==> config.mk <==
export PLATFORM = sky130hd
export DESIGN_NAME = sgc_ctrl
export DESIGN_NICKNAME = d
export VERILOG_FILES = /design/src/rtl/sgc_pkg.sv /design/src/rtl/sgc_entry_chk.sv /design/src/rtl/sgc_flow.sv /design/src/rtl/sgc_ret_stack.sv /design/src/rtl/sgc_ctrl.sv
export SDC_FILE = /design/constraint.sdc
export NUM_CORES = 1
export LEC_CHECK = 0
export ABC_AREA = 1
export BUFFER_PORTS_ARGS = -buffer_cell sky130_fd_sc_hd__buf_2
export CAP_MARGIN = 0
export CORE_MARGIN = 4
export CORE_UTILIZATION = 35
export CTS_CLUSTER_DIAMETER = 30
export DETAILED_ROUTE_END_ITERATION = 8
export GPL_TIMING_DRIVEN = 0
export PLACE_DENSITY_LB_ADDON = 0.3
export RECOVER_POWER = 25
export SLEW_MARGIN = 20
export SYNTH_ARGS = -nofsm -noshare
export SYNTH_HDL_FRONTEND = slang
export SYNTH_SLANG_ARGS = --single-unit
==> constraint.sdc <==
create_clock -name clk -period 3.1 [get_ports clk]
set_input_delay 0.31 -clock clk [delete_from_list [all_inputs] [get_ports clk]]
set_output_delay 0.31 -clock clk [all_outputs]
set_load 0.02 [all_outputs]
==> src/rtl/sgc_pkg.sv <==
package sgc_pkg;

  typedef enum logic [1:0] {
    MEM_NS  = 2'd0,
    MEM_S   = 2'd1,
    MEM_NSC = 2'd2,
    MEM_RSV = 2'd3
  } mem_attr_e;

  typedef enum logic [1:0] {
    FLOW_NONE    = 2'd0,
    FLOW_BR      = 2'd1,
    FLOW_TO_NS   = 2'd2,
    FLOW_CALL_NS = 2'd3
  } flow_e;

  localparam logic [3:0] EXC_SECURE = 4'd7;
  localparam logic [3:0] EXC_HARD   = 4'd3;

endpackage

==> src/rtl/sgc_entry_chk.sv <==
module sgc_entry_chk
  import sgc_pkg::*;
#(
  parameter int OPW = 16,
  parameter logic [OPW-1:0] GATE_OP = 16'hA5C3
) (
  input  logic           cur_sec,
  input  logic [1:0]     attr,
  input  logic [OPW-1:0] op,
  output logic           enter_ok,
  output logic           enter_bad
);
  logic into_sec;

  always_comb begin
    into_sec  = !cur_sec && (mem_attr_e'(attr) != MEM_NS);
    enter_ok  = into_sec && (mem_attr_e'(attr) == MEM_NSC) && (op == GATE_OP);
    enter_bad = into_sec && !enter_ok;
  end
endmodule

==> src/rtl/sgc_flow.sv <==
module sgc_flow
  import sgc_pkg::*;
#(
  parameter int AW = 32,
  parameter logic [AW-1:0] RET_MARK = 32'hFFFF_FF10
) (
  input  logic [1:0]    attr,
  input  logic [1:0]    kind,
  input  logic [AW-1:0] target,
  input  logic          stk_full,
  input  logic          stk_empty,
  output logic          want_push,
  output logic          want_pop,
  output logic          stk_fault,
  output logic          next_sec
);
  logic exec_sec;

  always_comb begin
    exec_sec  = (mem_attr_e'(attr) != MEM_NS);
    want_push = 1'b0;
    want_pop  = 1'b0;
    stk_fault = 1'b0;
    next_sec  = exec_sec;
    if (exec_sec) begin
      case (flow_e'(kind))
        FLOW_CALL_NS: begin
          if (stk_full) stk_fault = 1'b1;
          else begin
            want_push = 1'b1;
            next_sec  = target[0];
          end
        end
        FLOW_TO_NS: next_sec = target[0];
        default: ;
      endcase
    end else if (flow_e'(kind) == FLOW_BR && target == RET_MARK) begin
      if (stk_empty) stk_fault = 1'b1;
      else begin
        want_pop = 1'b1;
        next_sec = 1'b1;
      end
    end
  end
endmodule

==> src/rtl/sgc_ret_stack.sv <==
module sgc_ret_stack #(
  parameter int AW    = 32,
  parameter int DEPTH = 4
) (
  input  logic          clk,
  input  logic          rst_n,
  input  logic          push,
  input  logic          pop,
  input  logic [AW-1:0] wdata,
  output logic [AW-1:0] top,
  output logic          full,
  output logic          empty
);
  localparam int CW = $clog2(DEPTH + 1);
  localparam int IW = (DEPTH > 1) ? $clog2(DEPTH) : 1;

  logic [AW-1:0] mem [DEPTH];
  logic [CW-1:0] cnt;
  logic [IW-1:0] wr_idx, rd_idx;

  always_comb begin
    full   = (cnt == CW'(DEPTH));
    empty  = (cnt == '0);
    wr_idx = IW'(cnt);
    rd_idx = empty ? '0 : IW'(cnt - 1'b1);
    top    = mem[rd_idx];
  end

  always_ff @(posedge clk or negedge rst_n) begin
    if (!rst_n) cnt <= '0;
    else if (push && !full) cnt <= cnt + 1'b1;
    else if (pop && !empty) cnt <= cnt - 1'b1;
  end

  genvar g;
  generate
    for (g = 0; g < DEPTH; g++) begin : g_slot
      always_ff @(posedge clk or negedge rst_n) begin
        if (!rst_n) mem[g] <= '0;
        else if (push && !full && wr_idx == IW'(g)) mem[g] <= wdata;
      end
    end
  endgenerate


  no_overflow_chk: assert property (@(posedge clk) disable iff (!rst_n)
    full |-> !push);


  no_underflow_chk: assert property (@(posedge clk) disable iff (!rst_n)
    empty |-> !pop);
endmodule

==> src/rtl/sgc_ctrl.sv <==
module sgc_ctrl
  import sgc_pkg::*;
#(
  parameter int AW         = 32,
  parameter int OPW        = 16,
  parameter int DEPTH      = 4,
  parameter int HAS_SEC    = 1,
  parameter int FULL_FAULT = 1,
  parameter int INSN_BYTES = 4,
  parameter logic [OPW-1:0] GATE_OP  = 16'hA5C3,
  parameter logic [AW-1:0]  RET_MARK = 32'hFFFF_FF10
) (
  input  logic           clk,
  input  logic           rst_n,
  input  logic           fetch_valid,
  output logic           fetch_ready,
  input  logic [AW-1:0]  fetch_addr,
  input  logic [1:0]     fetch_attr,
  input  logic [OPW-1:0] fetch_op,
  input  logic [1:0]     br_kind,
  input  logic [AW-1:0]  br_target,
  output logic           sec_state,
  output logic           fault_req,
  output logic [3:0]     fault_excnum,
  output logic           push_req,
  output logic [AW-1:0]  push_addr,
  output logic           pop_req,
  output logic           redirect_valid,
  output logic [AW-1:0]  redirect_addr,
  output logic           lr_load,
  output logic [AW-1:0]  lr_value
);
  localparam logic SEC_ON = (HAS_SEC != 0);

  logic          sec_q, rdy_q, fault_q, push_q, pop_q;
  logic [AW-1:0] push_addr_q, redir_addr_q;
  logic          accept, enter_ok, enter_bad;
  logic          want_push, want_pop, stk_fault, next_sec;
  logic          stk_full, stk_empty, stk_push, stk_pop, fault_n;
  logic [AW-1:0] stk_top, ret_addr;

  sgc_entry_chk #(.OPW(OPW), .GATE_OP(GATE_OP)) u_entry (
    .cur_sec(sec_q), .attr(fetch_attr), .op(fetch_op),
    .enter_ok(enter_ok), .enter_bad(enter_bad)
  );

  sgc_flow #(.AW(AW), .RET_MARK(RET_MARK)) u_flow (
    .attr(fetch_attr), .kind(br_kind), .target(br_target),
    .stk_full(stk_full), .stk_empty(stk_empty),
    .want_push(want_push), .want_pop(want_pop),
    .stk_fault(stk_fault), .next_sec(next_sec)
  );

  sgc_ret_stack #(.AW(AW), .DEPTH(DEPTH)) u_stk (
    .clk(clk), .rst_n(rst_n), .push(stk_push), .pop(stk_pop),
    .wdata(ret_addr), .top(stk_top), .full(stk_full), .empty(stk_empty)
  );

  always_comb begin
    accept   = fetch_valid && rdy_q;
    ret_addr = fetch_addr + AW'(INSN_BYTES);
    fault_n  = SEC_ON && accept && (enter_bad || stk_fault);
    stk_push = SEC_ON && accept && !enter_bad && want_push;
    stk_pop  = SEC_ON && accept && !enter_bad && want_pop;
  end

  always_ff @(posedge clk or negedge rst_n) begin
    if (!rst_n) begin
      sec_q        <= SEC_ON;
      rdy_q        <= 1'b1;
      fault_q      <= 1'b0;
      push_q       <= 1'b0;
      pop_q        <= 1'b0;
      push_addr_q  <= '0;
      redir_addr_q <= '0;
    end else begin
      fault_q <= fault_n;
      push_q  <= stk_push;
      pop_q   <= stk_pop;
      rdy_q   <= !(fault_n || stk_pop);
      if (stk_push) push_addr_q <= ret_addr;
      if (stk_pop)  redir_addr_q <= stk_top;
      if (accept && !fault_n) sec_q <= SEC_ON && next_sec;
    end
  end

  generate
    if (FULL_FAULT != 0) begin : g_full
      assign fault_excnum = EXC_SECURE;
    end else begin : g_base
      assign fault_excnum = EXC_HARD;
    end
  endgenerate

  assign fetch_ready    = rdy_q;
  assign sec_state      = sec_q;
  assign fault_req      = fault_q;
  assign push_req       = push_q;
  assign push_addr      = push_addr_q;
  assign pop_req        = pop_q;
  assign redirect_valid = pop_q;
  assign redirect_addr  = redir_addr_q;
  assign lr_load        = push_q;
  assign lr_value       = RET_MARK;


  gate_entry_chk: assert property (@(posedge clk) disable iff (!rst_n)
    $rose(sec_state) |-> redirect_valid ||
      ($past(fetch_attr) == MEM_NSC && $past(fetch_op) == GATE_OP));


  unstack_target_chk: assert property (@(posedge clk) disable iff (!rst_n)
    redirect_valid |-> sec_state && $past(br_target) == RET_MARK);

  generate
    if (!SEC_ON) begin : g_nosec_chk

      stay_ns_chk: assert property (@(posedge clk) disable iff (!rst_n)
        !sec_state && !fault_req && !push_req && !pop_req);
    end
  endgenerate
endmodule

# After elaboration in Yosys (flattened, before gate mapping)
# Index checks and enable logic that the tools add are counted.
[classes]
add_sub_neg = 3
mul = 0
div = 0
magnitude_cmp = 1
n_eq_ne = 10
shift = 0
mux = 20
bitwise = 1
reduce_logical = 30
[ops]
columns = ["op", "count"]
rows = [
  ["$bmux W32 S2", 1],
  ["$mux W32", 2],
  ["$add A32 B3 Y32 const B", 1],
  ["$eq A32 B32 Y1 const B", 1],
  ["$logic_and A1 B1 Y1", 17],
  ["$eq A16 B16 Y1 const B", 1],
  ["$mux W1", 13],
  ["$eq A2 B2 Y1 const B", 5],
  ["$logic_not A1 Y1", 7],
  ["$mux W3", 2],
  ["$eq A2 B1 Y1 const B", 2],
  ["$reduce_bool A2 Y1", 2],
  ["$add A3 B1 Y3 const B", 1],
  ["$eq A3 B3 Y1 const B", 1],
  ["$ge A3 B3 Y1 const B", 1],
  ["$logic_not A3 Y1", 1],
  ["$not A2 Y3", 1],
  ["$sub A3 B1 Y3 const B", 1],
  ["$logic_not A2 Y1", 1],
  ["$logic_or A1 B1 Y1", 2],
  ["$mux W2", 1],
  ["$pmux W1 S2", 1],
]
[word_totals]
register_bits = 200
latch_bits = 0
ramBits = 0
mem_bits_ro = 0
output_inout_bits = 107
elab_cells = 77
mem_count = 0

# Longest topological paths before layout
[logic_depth]
ltp_word = 12
ltp_mapped = 13

# Cells and area by module
# A second synthesis with hierarchy kept.
[hier_totals]
cells_unflattened = 1299
area_unflattened_um2 = 10196.0
[modules_own_cells]
columns = ["mod", "instances", "cells_each", "area_per_inst_um2", "seq_area_each_um2"]
rows = [
  ["sgc_ret_stack", 1, 725, 6072.1, 3278.1],
  ["sgc_ctrl", 1, 500, 3817.4, 1729.2],
  ["sgc_flow", 1, 51, 207.7, 0.0],
  ["sgc_entry_chk", 1, 23, 98.8, 0.0],
]

# Worst setup path before layout
# No wires, ideal clock.
[synth_path]
path_type = "reg-to-reg"
start = "register u_stk.cnt[0]"
end = "register redir_addr_q[26], in the netlist redirect_addr[26]"
arrival_ns = 2.050
required_ns = 2.983
path_slack_ns = 0.933
path_stages_with_launch = 14
n_path_buf = 2
path_cell_list = "dfrtp_1 clkinv_1 clkbuf_1 ha_1 inv_1 nor2_2 inv_1 nand2_1 buf_1 a21oi_1 o21ai_0 o21ai_0 nor2_1 nor2_1"
[synth_between]
elab_chain_cells = 6
elab_cells_between_ends = 11
[synth_rtl]
columns = ["element", "line", "rtl"]
rows = [
  ["start, declared", "sgc_ret_stack.sv:18", "logic [CW-1:0] cnt;"],
  ["start signal, assigned", "sgc_ret_stack.sv:31", "else if (push && !full) cnt <= cnt + 1'b1;"],
  ["start signal, assigned", "sgc_ret_stack.sv:32", "else if (pop && !empty) cnt <= cnt - 1'b1;"],
  ["$sub A3 B1 Y3 / $logic_not A3 Y1 (equally long branches)", "sgc_ret_stack.sv:25, sgc_ret_stack.sv:23", ""],
  ["$mux W2", "sgc_ret_stack.sv:25", "rd_idx = empty ? '0 : IW'(cnt - 1'b1);"],
  ["$not A2 Y3 (implied by the code)", "sgc_ret_stack.sv:26", "top = mem[rd_idx];"],
  ["$bmux W32 S2", "sgc_ret_stack.sv:26", ""],
  ["$mux W32 (implied by the code) (2 in series)", "sgc_ret_stack.sv:26", ""],
  ["end signal, assigned", "sgc_ctrl.sv:82", "if (stk_pop) redir_addr_q <= stk_top;"],
  ["end, declared", "sgc_ctrl.sv:36", "logic [AW-1:0] push_addr_q, redir_addr_q;"],
]
# Parallel ways exist; a longest one is shown, timed or not. The select of a mux whose other input is x is not followed.
# A chain may end at the register's enable or synchronous reset.

# Worst setup path in the final report
[layout_path]
start = "register u_stk.cnt[0]"
end = "register redir_addr_q[31], in the netlist redirect_addr[31]"
# The elaborated chain is that of the path after synthesis.

==> results.md <==
* Status: finished, final reports clean
* Setup bufs post-CTS at 0
* Worst-margin pin slew at around 1.3 ns
* Min Hold Slack at 0.163 ns
* First-pass GRT wire length at approximately 48000 um
* Gr ovfl total at 0
* Mapped Cells at 1309
* Dominant cell type by area after synthesis: dfrtp_1
* P&R area growth vs syn at 20.4%
* Avg Inst Size Synth at 7.62 um2
* Final Hold Fails at 0
* Yosys top cell area share at 0.497
* Final setup viols at 0
* Share of layout cells above drive strength 1 at 0.169
* Reg2reg end: redirect_addr[31]$_DFFE_PN0N_
* Leakage at 6.35 nW
* Post-DRT Antenna Nets at 0
* IO Pins at 194
* Die width at 177 um
* Die Y-Extent at 177 um
* DRT Wirelength at 30400 um
* Clock Skew at between 0.01 and 0.015 ns
* Initial core utilization at 0.357
* Vias after detailed routing at 9029
* Iteration-0 DRC Markers at 625
* R2R Path Start: u_stk.cnt[0]$_DFFE_PN0P_
* Initial antenna violation count at 1
* Crit Path Category: reg2reg
* Largest net degree at the start of global routing at 96
* Tmin final at approximately 2.9 ns
* Via density at 4.72
* First-pass detailed-route iteration total at 5
* Tcrit/Tclk final at 0.923
* Worst-skew pair later-pin latency at 0.43 ns
* WP data arrival at 3.18 ns
* CTS tree: yes
* CTS Buffer Depth at 2
* Max Freq at 350 MHz
* Area of the core at about 28000 um2
* Setup TNS at 0 ns
* Final core utilization at 0.430
* Min-Delay Endpoint: u_stk.mem[65]$_DFFE_PN0P_
* PD cells at 855 nW/um2
* Max IR drop VDD at 373 uV
* CTS buffer count at 17
* Final net count at 1615
* Final Max Slew Viols at 0
* Distinct cells, synth at 28
* Die area at ~31000 um2
* Reg2reg setup slack at 0.24 ns
* Post-synthesis register bit count at 200
* Crit path capture type: register
* FP Rows at roughly 60
* Worst slew margin at 0.104
* Yosys warning count at 0
* Clk pin slew, worst setup/hold paths at 0.07 ns
* Reg2Reg Depth at 13
* Crit path max fanout at 12
* Seq/Total Area, Yosys at 0.502
* Port bufs at 157
* Number of global-route vias before repair at approximately 8800
* Detailed Place HPWL at about 23000 um
* Place WS at 0.0291 ns
* Startpoint types: register
* Htree depth at 4
* WL/cell at 15.9 um
* Hold crit path type: in2reg
* WP data required at 3.42 ns
* Total GRT Usage at 0.194
* Origin of the worst min-delay path: fetch_addr[1]
* # clock sinks at 200
* Min-Delay Path Depth at 3
* Root buffer cell: clkbuf_16
* Setup slack after layout at roughly 0.24 ns
* DR DRC count at 0
* Max Cap Viol at 0
* RSZ-0062 raised after global routing: no
* Filler cell count at 2915
* Post-Synthesis Cell Area at 9970 um2
* Synth top area cells: dfrtp_1, nand2_1, o21ai_0
* RePlAce Congestion at 0.908
==> where the power goes <==
| group | internal, mW | switching (mW) |
|---|---|---|
| Sequential | 3.49 | 0.392 |
| Clock | 1.30 | 1.03 |
| Combinational | 1.27 | 2.77 |
==> cell type report <==
type | count | area [um2] | area share
multi-input combinational | 974 | 4260 | 0.355
clock buffer | 19 | 443 | 0.0369
clock inverter | 12 | 164 | 0.0137
tap | 378 | 473 | 0.0394
antenna | 2 | 5.00 | 0.000417
inverter | 64 | 244 | 0.0203
sequential | 200 | 5010 | 0.417
buffer | 105 | 589 | 0.0491
timing repair buffer | 160 | 815 | 0.0679
==> stage by stage <==
| step | total power [mW] | instance area, um2 | instances |
|---|---|---|---|
| after floorplan | 6.56 | 10100 | 1343 |
| after global placement | 7.87 | 11400 | 1878 |
| after detailed placement | 7.96 | 11400 | 1880 |
| after CTS | 10.3 | 12000 | 1912 |
| after global routing | 11.0 | 12000 | 1913 |
| final | 10.3 | 12000 | 1914 |
==> cell usage in the layout (no fill, tap or decap), drive strengths merged <==
cell type | Yosys | layout
a21oi | 32 | 32
o21ai | 227 | 227
ha | 6 | 6
and3b | 1 | 1
dlygate4sd3 | 0 | 1
nor2 | 199 | 199
clkinvlp | 0 | 5
buf | 68 | 213
nand3 | 14 | 14
nand2 | 414 | 414
bufinv | 0 | 3
clkinv | 1 | 1
dfstp | 2 | 2
nor3 | 10 | 10
inv | 63 | 67
clkbuf | 37 | 70
conb | 2 | 36
nand4 | 5 | 5
diode | 0 | 2
nand3b | 3 | 3
xor2 | 23 | 23
dfrtp | 198 | 198
xnor2 | 4 | 4
==> cells in the mapped netlist, drive strengths merged <==
cell	number
a21oi	32
and3b	1
buf	68
clkbuf	37
clkinv	1
conb	2
dfrtp	198
dfstp	2
ha	6
inv	63
nand2	414
nand3	14
nand3b	3
nand4	5
nor2	199
nor3	10
o21ai	227
xnor2	4
xor2	23
==> state kept, by name, summed over array words and instances, names as in the netlist <==
signal,count
u_stk.mem,128
fault_req,1
pop_req,1
u_stk.cnt,3
sec_state,1
fetch_ready,1
push_addr,32
lr_load,1
redirect_addr,32
==> kinds of logic after synthesis <==
family / after synthesis / synth area share
AND/OR/NAND/NOR: 646 / 0.253
XOR/XNOR: 27 / 0.0237
adder cells (fa/ha/maj): 6 / 0.00753
AO/OA/AOI/OAI: 259 / 0.130
buffers and inverters: 169 / 0.0828
other: 2 / 0.000753
flip-flops: 200 / 0.502
==> worst max-delay path by stage <==
stage	slack [ns]	cells past startpoint	startpoint	end
after floorplan	0.93	13	u_stk.cnt[0]$_DFFE_PN0P_	redirect_addr[26]$_DFFE_PN0N_
after global placement	-1.77	1	rst_n	push_addr[14]$_DFFE_PN0P_
after detailed placement	0.03	13	u_stk.cnt[0]$_DFFE_PN0P_	redirect_addr[31]$_DFFE_PN0N_
after CTS	0.01	13	u_stk.cnt[0]$_DFFE_PN0P_	redirect_addr[31]$_DFFE_PN0N_
after global routing	0.0002	13	u_stk.cnt[0]$_DFFE_PN0P_	redirect_addr[31]$_DFFE_PN0N_
final	0.24	13	u_stk.cnt[0]$_DFFE_PN0P_	redirect_addr[31]$_DFFE_PN0N_
==> critical path: stages (launching register included) <==
cell        delay [ns]
dfrtp_1           0.45
clkinvlp_4        0.18
clkbuf_2          0.26
ha_1              0.21
inv_1             0.09
nor2_2            0.15
inv_1             0.11
nand2_1           0.27
buf_1             0.50
a21oi_1           0.12
o21ai_0           0.10
o21ai_0           0.13
nor2_1            0.15
nor2_1            0.05
==> routing by layer <==
metal	global-route usage	part of all wire
met3	0.0408	0.062
met4	0.0429	0.010
met1	0.261	0.45
met2	0.324	0.48
met5	0	0
==> repair_timing <==
action                                  in CTS  in global routing
endpoints found under the hold margin       12                  0
gates resized for setup                      0                  7
endpoints found under the setup margin       0                 57
hold buffers                                 1                  0
Power figures use the tool's default switching activity.
